`src/rtl/usb_irq_pkg.sv`:
```
package usb_irq_pkg;
  localparam int unsigned DW       = 32;
  localparam int unsigned TX_N     = 16;
  localparam int unsigned RX_N     = 15;
  localparam int unsigned CORE_N   = 9;
  localparam int unsigned CORE_LSB = 16;

  localparam logic [DW-1:0] EP_VALID   = 32'hFFFE_FFFF;
  localparam logic [DW-1:0] CORE_VALID = 32'h01FF_0000;

  localparam int unsigned OFF_REV    = 'h00;
  localparam int unsigned OFF_CTRL   = 'h04;
  localparam int unsigned OFF_STAT   = 'h08;
  localparam int unsigned OFF_EP     = 'h20;
  localparam int unsigned OFF_CORE   = 'h40;
  localparam int unsigned OFF_EOI    = 'h60;
  // Relative offsets inside one bank of seven words
  localparam int unsigned REL_SRC    = 'h00;
  localparam int unsigned REL_SSET   = 'h04;
  localparam int unsigned REL_SCLR   = 'h08;
  localparam int unsigned REL_MASK   = 'h0C;
  localparam int unsigned REL_MSET   = 'h10;
  localparam int unsigned REL_MCLR   = 'h14;
  localparam int unsigned REL_MASKED = 'h18;

  // Event pulses win over a software clear in the same cycle
  function automatic logic [DW-1:0] next_pending(
    input logic [DW-1:0] cur, input logic [DW-1:0] set_v,
    input logic [DW-1:0] clr_v, input logic [DW-1:0] evt,
    input logic [DW-1:0] valid);
    return ((cur & ~clr_v) | set_v | evt) & valid;
  endfunction

  function automatic logic [DW-1:0] next_mask(
    input logic [DW-1:0] cur, input logic load_en,
    input logic [DW-1:0] load_v, input logic [DW-1:0] set_v,
    input logic [DW-1:0] clr_v, input logic [DW-1:0] valid);
    return (load_en ? load_v : ((cur & ~clr_v) | set_v)) & valid;
  endfunction
endpackage

```
`src/rtl/usb_irq_bank.sv`:
```
module usb_irq_bank
  import usb_irq_pkg::*;
#(
  parameter logic [DW-1:0] VALID = '1
) (
  input  logic          clk,
  input  logic          rst_n,
  input  logic          soft_rst,
  input  logic          wr_sset,
  input  logic          wr_sclr,
  input  logic          wr_mload,
  input  logic          wr_mset,
  input  logic          wr_mclr,
  input  logic [DW-1:0] wdata,
  input  logic [DW-1:0] evt,
  output logic [DW-1:0] src,
  output logic [DW-1:0] mask,
  output logic [DW-1:0] masked
);
  logic [DW-1:0] src_q, mask_q;
  logic [DW-1:0] set_v, clr_v, mset_v, mclr_v;

  assign set_v  = wr_sset ? wdata : '0;
  assign clr_v  = wr_sclr ? wdata : '0;
  assign mset_v = wr_mset ? wdata : '0;
  assign mclr_v = wr_mclr ? wdata : '0;

  always_ff @(posedge clk or negedge rst_n) begin
    if (!rst_n) begin
      src_q  <= '0;
      mask_q <= '0;
    end else if (soft_rst) begin
      src_q  <= '0;
      mask_q <= '0;
    end else begin
      src_q  <= next_pending(src_q, set_v, clr_v, evt, VALID);
      mask_q <= next_mask(mask_q, wr_mload, wdata, mset_v, mclr_v, VALID);
    end
  end

  assign src    = src_q;
  assign mask   = mask_q;
  assign masked = src_q & mask_q;
endmodule

```
`src/rtl/usb_irq_gate.sv`:
```
module usb_irq_gate (
  input  logic clk,
  input  logic rst_n,
  input  logic soft_rst,
  input  logic pend,
  input  logic eoi_wr,
  output logic irq,
  output logic armed
);
  logic irq_q, armed_q;

  always_ff @(posedge clk or negedge rst_n) begin
    if (!rst_n) begin
      irq_q   <= 1'b0;
      armed_q <= 1'b1;
    end else if (soft_rst || eoi_wr) begin
      irq_q   <= 1'b0;
      armed_q <= 1'b1;
    end else if (armed_q && pend) begin
      irq_q   <= 1'b1;
      armed_q <= 1'b0;
    end else if (!armed_q) begin
      irq_q   <= irq_q & pend;
    end
  end

  assign irq   = irq_q;
  assign armed = armed_q;
endmodule

```
`src/rtl/usb_irq_wrap.sv`:
```
module usb_irq_wrap
  import usb_irq_pkg::*;
#(
  parameter int unsigned   ADDR_W   = 8,
  parameter logic [31:0]   REVISION = 32'h0001_0200
) (
  input  logic              clk,
  input  logic              rst_n,
  input  logic              bus_wen,
  input  logic [ADDR_W-1:0] bus_addr,
  input  logic [31:0]       bus_wdata,
  output logic [31:0]       bus_rdata,
  input  logic [15:0]       tx_evt_i,
  input  logic [14:0]       rx_evt_i,
  input  logic [8:0]        core_evt_i,
  output logic              irq_o,
  output logic              core_soft_rst_o
);
  localparam logic [ADDR_W-1:0] A_REV  = ADDR_W'(OFF_REV);
  localparam logic [ADDR_W-1:0] A_CTRL = ADDR_W'(OFF_CTRL);
  localparam logic [ADDR_W-1:0] A_STAT = ADDR_W'(OFF_STAT);
  localparam logic [ADDR_W-1:0] A_EOI  = ADDR_W'(OFF_EOI);

  // Named internal events, visible to the bound checker
  logic [DW-1:0] ep_evt_w, core_evt_w;
  logic [DW-1:0] ep_src_w, ep_mask_w, ep_masked_w;
  logic [DW-1:0] core_src_w, core_mask_w, core_masked_w;
  logic          pend_w, eoi_wr_w, armed_w, irq_w;
  logic          ctrl_q;

  assign ep_evt_w   = {rx_evt_i, 1'b0, tx_evt_i};
  assign core_evt_w = {7'b0, core_evt_i, 16'b0};
  assign eoi_wr_w   = bus_wen && (bus_addr == A_EOI);

  logic [DW-1:0] bank_masked [2];
  logic [DW-1:0] bank_src    [2];
  logic [DW-1:0] bank_mask   [2];

  for (genvar b = 0; b < 2; b++) begin : g_bank
    localparam int unsigned   BASE = (b == 0) ? OFF_EP : OFF_CORE;
    localparam logic [DW-1:0] VLD  = (b == 0) ? EP_VALID : CORE_VALID;
    logic hit_sset, hit_sclr, hit_mload, hit_mset, hit_mclr;
    assign hit_sset  = bus_wen && (bus_addr == ADDR_W'(BASE + REL_SSET));
    assign hit_sclr  = bus_wen && (bus_addr == ADDR_W'(BASE + REL_SCLR));
    assign hit_mload = bus_wen && (bus_addr == ADDR_W'(BASE + REL_MASK));
    assign hit_mset  = bus_wen && (bus_addr == ADDR_W'(BASE + REL_MSET));
    assign hit_mclr  = bus_wen && (bus_addr == ADDR_W'(BASE + REL_MCLR));

    usb_irq_bank #(.VALID(VLD)) bank_i (
      .clk      (clk),
      .rst_n    (rst_n),
      .soft_rst (ctrl_q),
      .wr_sset  (hit_sset),
      .wr_sclr  (hit_sclr),
      .wr_mload (hit_mload),
      .wr_mset  (hit_mset),
      .wr_mclr  (hit_mclr),
      .wdata    (bus_wdata),
      .evt      ((b == 0) ? ep_evt_w : core_evt_w),
      .src      (bank_src[b]),
      .mask     (bank_mask[b]),
      .masked   (bank_masked[b])
    );
  end

  assign ep_src_w      = bank_src[0];
  assign ep_mask_w     = bank_mask[0];
  assign ep_masked_w   = bank_masked[0];
  assign core_src_w    = bank_src[1];
  assign core_mask_w   = bank_mask[1];
  assign core_masked_w = bank_masked[1];
  assign pend_w        = (|ep_masked_w) || (|core_masked_w);

  // Control: bit 0 is a single-cycle soft-reset pulse
  always_ff @(posedge clk or negedge rst_n) begin
    if (!rst_n) ctrl_q <= 1'b0;
    else        ctrl_q <= !ctrl_q && bus_wen && (bus_addr == A_CTRL) && bus_wdata[0];
  end
  assign core_soft_rst_o = ctrl_q;

  usb_irq_gate gate_i (
    .clk      (clk),
    .rst_n    (rst_n),
    .soft_rst (ctrl_q),
    .pend     (pend_w),
    .eoi_wr   (eoi_wr_w),
    .irq      (irq_w),
    .armed    (armed_w)
  );
  assign irq_o = irq_w;

  // Read mux
  always_comb begin
    bus_rdata = '0;
    if (bus_addr == A_REV)  bus_rdata = REVISION;
    if (bus_addr == A_CTRL) bus_rdata = {31'b0, ctrl_q};
    if (bus_addr == A_STAT) bus_rdata = {30'b0, !armed_w, irq_w};
    for (int b = 0; b < 2; b++) begin
      int unsigned base;
      base = (b == 0) ? OFF_EP : OFF_CORE;
      if (bus_addr == ADDR_W'(base + REL_SRC) || bus_addr == ADDR_W'(base + REL_SSET) ||
          bus_addr == ADDR_W'(base + REL_SCLR))
        bus_rdata = bank_src[b];
      if (bus_addr == ADDR_W'(base + REL_MASK) || bus_addr == ADDR_W'(base + REL_MSET) ||
          bus_addr == ADDR_W'(base + REL_MCLR))
        bus_rdata = bank_mask[b];
      if (bus_addr == ADDR_W'(base + REL_MASKED))
        bus_rdata = bank_masked[b];
    end
  end
endmodule

```
`config.mk`:
```
export PLATFORM = sky130hd
export DESIGN_NAME = usb_irq_wrap
export DESIGN_NICKNAME = d
export VERILOG_FILES = /design/src/rtl/usb_irq_pkg.sv /design/src/rtl/usb_irq_bank.sv /design/src/rtl/usb_irq_gate.sv /design/src/rtl/usb_irq_wrap.sv
export SDC_FILE = /design/constraint.sdc
export NUM_CORES = 1
export LEC_CHECK = 0
export CAP_MARGIN = 5
export CORE_AREA = 2 2 175 91
export DETAILED_ROUTE_END_ITERATION = 8
export DIE_AREA = 0 0 177 93
export GPL_ROUTABILITY_DRIVEN = 0
export GPL_TIMING_DRIVEN = 0
export SYNTH_ARGS = -nofsm -noshare
export SYNTH_HDL_FRONTEND = slang
export SYNTH_SLANG_ARGS = --single-unit
```
`constraint.sdc`:
```
create_clock -name clk -period 3.6 [get_ports clk]
set_clock_uncertainty 0.2 [all_clocks]
set_input_delay 1.08 -clock clk [delete_from_list [all_inputs] [get_ports clk]]
set_output_delay 1.08 -clock clk [all_outputs]
set_load 0.005 [all_outputs]
```
; ---- After elaboration in Yosys (flattened, before gate mapping)
; Cells that the tools add are included.
[classes]
bitwise = 17
n_mux = 28
n_eq_ne = 18
n_reduce_logical = 31
[ops]
columns = operator, count
row1 = $mux 32, 14
row2 = $mux 25, 7
row3 = $and 32x32->32, 3
row4 = $or 32x32->32, 3
row5 = $and 25x25->25, 3
row6 = $or 25x25->25, 3
row7 = $eq 8x7->1 const B, 8
row8 = $not 32->32, 2
row9 = $reduce_or 32->1, 2
row10 = $eq 8x6->1 const B, 7
row11 = $not 25->25, 2
row12 = $mux 17, 2
row13 = $logic_and 1x1->1, 15
row14 = $logic_or 1x1->1, 10
row15 = $eq 8x3->1 const B, 1
row16 = $eq 8x4->1 const B, 1
row17 = $logic_not 8->1, 1
row18 = $mux 1, 5
row19 = $ne 3x3->1 const B, 1
row20 = $logic_not 1->1, 2
row21 = $reduce_bool 2->1, 1
row22 = $and 1x1->1, 1
[word_totals]
inputBits = 83
word_cells = 101
register_bits = 117
out_inout_bits = 34

; ---- Longest topological paths before layout
[logic_depth]
ltp_word = 10
ltp_mapped = 9
depth_no_buf = 5

; ---- Hierarchy
; A second synthesis with hierarchy kept.
[hier_totals]
cells_unflattened = 836
area_unflattened_um2 = 6718.9
[by_module_without_submodules]
columns = module, cells_per_inst, instances, area_per_inst_um2, seq_area_each_um2
row1 = usb_irq_bank (g_bank[0].bank_i), 308, 1, 3104.2, 1551.5
row2 = usb_irq_wrap, 361, 1, 2162.1, 25.0
row3 = usb_irq_bank (g_bank[1].bank_i), 159, 1, 1370.1, 450.4
row4 = usb_irq_gate, 8, 1, 82.6, 51.3

; ---- Least setup slack after synthesis
; OpenSTA, ideal clock, no wires.
[synth_timing]
kind = input -> output
from = input port bus_addr[3]
to = output port bus_rdata[20]
t_arrival_ns = 2.344
n_path_buf = 3
slack_ns = -0.024
cell_stages = 8
required_time_ns = 2.320
cell_sequence = buf_2 nor4b_4 and3_1 buf_6 buf_8 a21o_1 a221oi_2 o32ai_1
[synth_between]
elab_chain_len = 9
word_cells_on_any_way = 28
cone_classes = 14 x eq/ne / 6 x mux / 8 x reduce/logical
[synth_rtl]
columns = element, line_no
row1 = start: declaration, usb_irq_wrap.sv:10  ; input logic [ADDR_W-1:0] bus_addr,
row2 = $eq 8x6->1, usb_irq_wrap.sv:101  ; if (bus_addr == ADDR_W'(base + REL_SRC) || bus_addr == ADDR_W'(base + REL_SSET) ||
row3 = $logic_or 1x1->1 (2 in series), usb_irq_wrap.sv:101
row4 = $mux 32, usb_irq_wrap.sv:101
row5 = $mux 32, usb_irq_wrap.sv:104  ; if (bus_addr == ADDR_W'(base + REL_MASK) || bus_addr == ADDR_W'(base + REL_MSET) ||
row6 = $mux 32, usb_irq_wrap.sv:107  ; if (bus_addr == ADDR_W'(base + REL_MASKED))
row7 = $mux 32, usb_irq_wrap.sv:101
row8 = $mux 32, usb_irq_wrap.sv:104
row9 = $mux 32 *, usb_irq_wrap.sv:107
row10 = end: declaration, usb_irq_wrap.sv:12  ; output logic [31:0] bus_rdata,
; Every way passes the cells marked *; elsewhere a longest branch is shown, timed or not.

; ---- Worst setup path after layout
[layout_timing]
from = input port bus_addr[1]
to = output port bus_rdata[21]
; Same word-level chain as after synthesis.

==> summary.md <==
| Metric | Value |
|---|---|
| Rel. slew slack | `51.8%` |
| Crit end category | `output port` |
| Vias in the first global route | `5352` |
| Logic pwr share | `between 15 and 20%` |
| Final nets | `a little under 800` |
| Met2 Usage GRT | `a little over a third` |
| Num rows | `32` |
| Count leader, synth | `nor2_1` |
| Global-route wire length before repair | `around 32 mm` |
| Hold Vio Cnt, Final | `0` |
| Syn Inst Count | `between 500 and 600` |
| RSZ-0062 raised after global routing | `yes` |
| Critical path class | `input pin to output port` |
| Maximum vdd ir drop | `~210 uV` |
| Switch share | `around 28%` |
| #FFs+latches synth | `just over 80` |
| Number of distinct library cells after synthesis | `between 40 and 50` |
| Die width | `177 um` |
| Sw Pwr | `approximately 0.00063 W` |
| Total Power | `~0.0023 W` |
| Htree depth | `3` |
| Commonest cells post-synth | `92 x nor2_1, 87 x nand2_1, 82 x dfrtp_1` |
| EDFF count, synth | `0` |
| Drt total wl | `approximately 22 mm` |
| Failing checks | `negative setup slack` |
| Startpoint type of the worst setup path | `input pin` |
| Worst-path clk slew | `about 0.06 ns` |
| DRC | `0` |
| Fmax | `250 MHz` |
| Gr ovfl total | `0` |
| Share of layout cells above drive strength 1 | `26.0%` |
| FFs w/ async S/R, synth | `100%` |
| Ys flop type | `dfrtp_1` |
| Fill cell count | `1397` |
| GR Layer Usage met1 | `41.1%` |
| Via count | `approximately 5500` |
| 1st-iter DRT viols | `between 600 and 700` |
| Remaining antenna violation count | `0` |
| DRT Pass-1 Iters | `5` |
| Dominant cell type by area after synthesis | `dfrtp_1` |
| Seq/Total Area, Yosys | `roughly two fifths` |
| Height of the die | `93 um` |
| Post-synth net total | `636` |
| Max cap viols | `0` |
| Pleak | `between 3 and 4 nW` |
| Largest buffer count on any clock path | `2` |
| Yosys warnings | `0` |
| Grt met3 use | `7.20%` |
| Initial Util | `between 30% and 40%` |
| CP required | `2.32 ns` |
| CTS buffer count | `9` |
| Num Clock Sinks | `83` |
| Setup-failing EPs final | `32` |
| TritonCTS clock tree | `yes` |
| DR vias/cell | `6.03` |
| Post-layout min period | `around 4 ns` |
| Routed len/inst | `~23 um` |
| Pint | `around 0.0016 W` |
| Synth area leaders | `dfrtp_1 40%, a32oi_1 6.8%, nor2_1 6.7%` |
| Crit Path Max Fanout | `3` |
| Syn Std Cell Area | `5160 um^2` |
| Final worst slack | `-0.403 ns` |
| Core Area | `between 15000 and 20000 um^2` |
| P per Cell Area | `a little over 300 nW/um^2` |
| Final period utilization | `111%` |
| Placement Setup Slack | `-1.39 ns` |
| Slew @ Worst Pin | `between 0.7 and 0.8 ns` |
| Yosys top cell area share | `approximately two fifths` |
| Initial antenna violation count | `0` |
| Worst skew pair latency | `around 0.35 ns` |
| Area Overhead vs Synth | `42.8%` |
| Pin count of the biggest net entering global routing | `63` |
| GRT Util Overall | `26.4%` |
| # hold bufs at CTS | `0` |
| Gr busiest metal | `met1` |
| Slew Viols, Final | `0` |
| Worst min path class | `register to register` |
| Status | `finished with violations` |
| Clock power frac | `between 30% and 40%` |
| DP HPWL | `15.1 mm` |
| Post-Syn Area per Cell | `9.34 um^2` |
| Num ports | `about 120` |
| Register share of total power | `between 40 and 50%` |
| PortBufs | `107` |
| Root Driver | `clkbuf_16` |
| WP data arrival | `2.72 ns` |
| Die area | `around 16000 um^2` |
| Diodes inserted | `0` |
[timing repair]
| item | 4_1_cts | 5_1_grt |
|---|---|---|
| setup endpoints to repair | 32 | 32 |
| buffers inserted | 27 | 13 |
| gates cloned | 5 | 0 |
| pin swaps | 70 | 34 |
| gates resized for setup | 241 | 21 |
[logic make-up after synthesis]
family	share of synthesized area, %
compound gates	32.6
xor+xnor	0.170
buf+inv	7.46
flops	40.2
simple gates	19.5
[cell type report]
type,count,area [um^2],share of cell area [%]
Buffer,51,417,5.65
Clock buffer,11,233,3.16
Clock inverter,5,40.0,0.543
Inverter,9,33.8,0.458
Multi-Input combinational cell,407,2880,39.1
Sequential cell,83,2080,28.2
Tap cell,204,255,3.46
Timing Repair Buffer,149,1440,19.5
[power by group through the flow]
stage	Clock (W)	Combinational, W	Sequential [W]
after floorplan	0	0.000133	0.00102
after global placement	0	0.000309	0.00103
after detailed placement	0	0.000320	0.00103
after CTS	0.000889	0.000347	0.00101
after global routing	0.000931	0.000388	0.00102
final	0.000887	0.000362	0.00102
[state kept, by name (all words and copies together) (netlist names)]
register / cells
g_bank.bank_i.mask: 40
g_bank.bank_i.src: 40
core_soft_rst_o: 1
gate_i.armed: 1
gate_i.irq: 1
[metrics by stage]
step | util, % | instances | area, um^2 | TNS (ns) | hold slack (ns)
final | 49.1 | 919 | 7380 | -9.12 | 0.334
after detailed placement | 43.6 | 865 | 6550 | -42.14 | 0.321
after global routing | 49.1 | 919 | 7380 | -10.41 | 0.378
after CTS | 48.4 | 911 | 7260 | -8.48 | 0.330
after floorplan | - | 553 | 5190 | 0 | 0.306
after global placement | 43.4 | 864 | 6520 | -198.03 | 0.324
[critical path: stages]
cell	delay (ns)
buf_8	0.10
nor4b_4	0.38
and3_4	0.33
buf_12	0.13
buf_6	0.10
a21o_1	0.13
a221oi_2	0.07
o32ai_2	0.23
buf_2	0.16
[worst paths after layout]
| path | from | end | slack, ns | depth (start not counted) |
|---|---|---|---|---|
| min | gate_i.armed | gate_i.irq | 0.33 | 2 |
| max in group asynchronous | rst_n | g_bank[1].bank_i.mask[20] | 2.13 | 2 |
| min reg2reg | gate_i.armed | gate_i.irq | 0.33 | 2 |
| max | bus_addr[1] | bus_rdata[21] | -0.40 | 9 |
| min in group asynchronous | rst_n | core_soft_rst_o | 0.43 | 1 |
| max reg2reg | g_bank[0].bank_i.src[18] | gate_i.irq | 1.38 | 5 |
[layout by cell type, fill, tap and decap left out, types with 4 or more instances in the layout]
master           instances
buf_12                   6
a22oi_1                 12
a32oi_1                 40
a21o_1                  31
nor4b_4                  4
a22o_1                  24
clkbuf_16                9
a221oi_1                27
buf_6                   20
buf_2                   39
and3_1                   8
nand4_1                  4
and3_4                   4
buf_16                   5
a21oi_1                  8
buf_4                   36
dfrtp_1                 82
buf_8                   12
nor2_1                  89
clkdlybuf4s50_1         67
clkbuf_1                17
inv_1                    9
nand2_1                 87
a221oi_2                25
o32ai_2                  6
[per-layer routing]
layer | part of all wire (%) | vias up
met5 | 0 | -
met4 | 1.1 | 0
met3 | 11 | 24
met2 | 40 | 313
met1 | 48 | 2775
li1 | - | 2429
(Power assumes the default switching activity.)
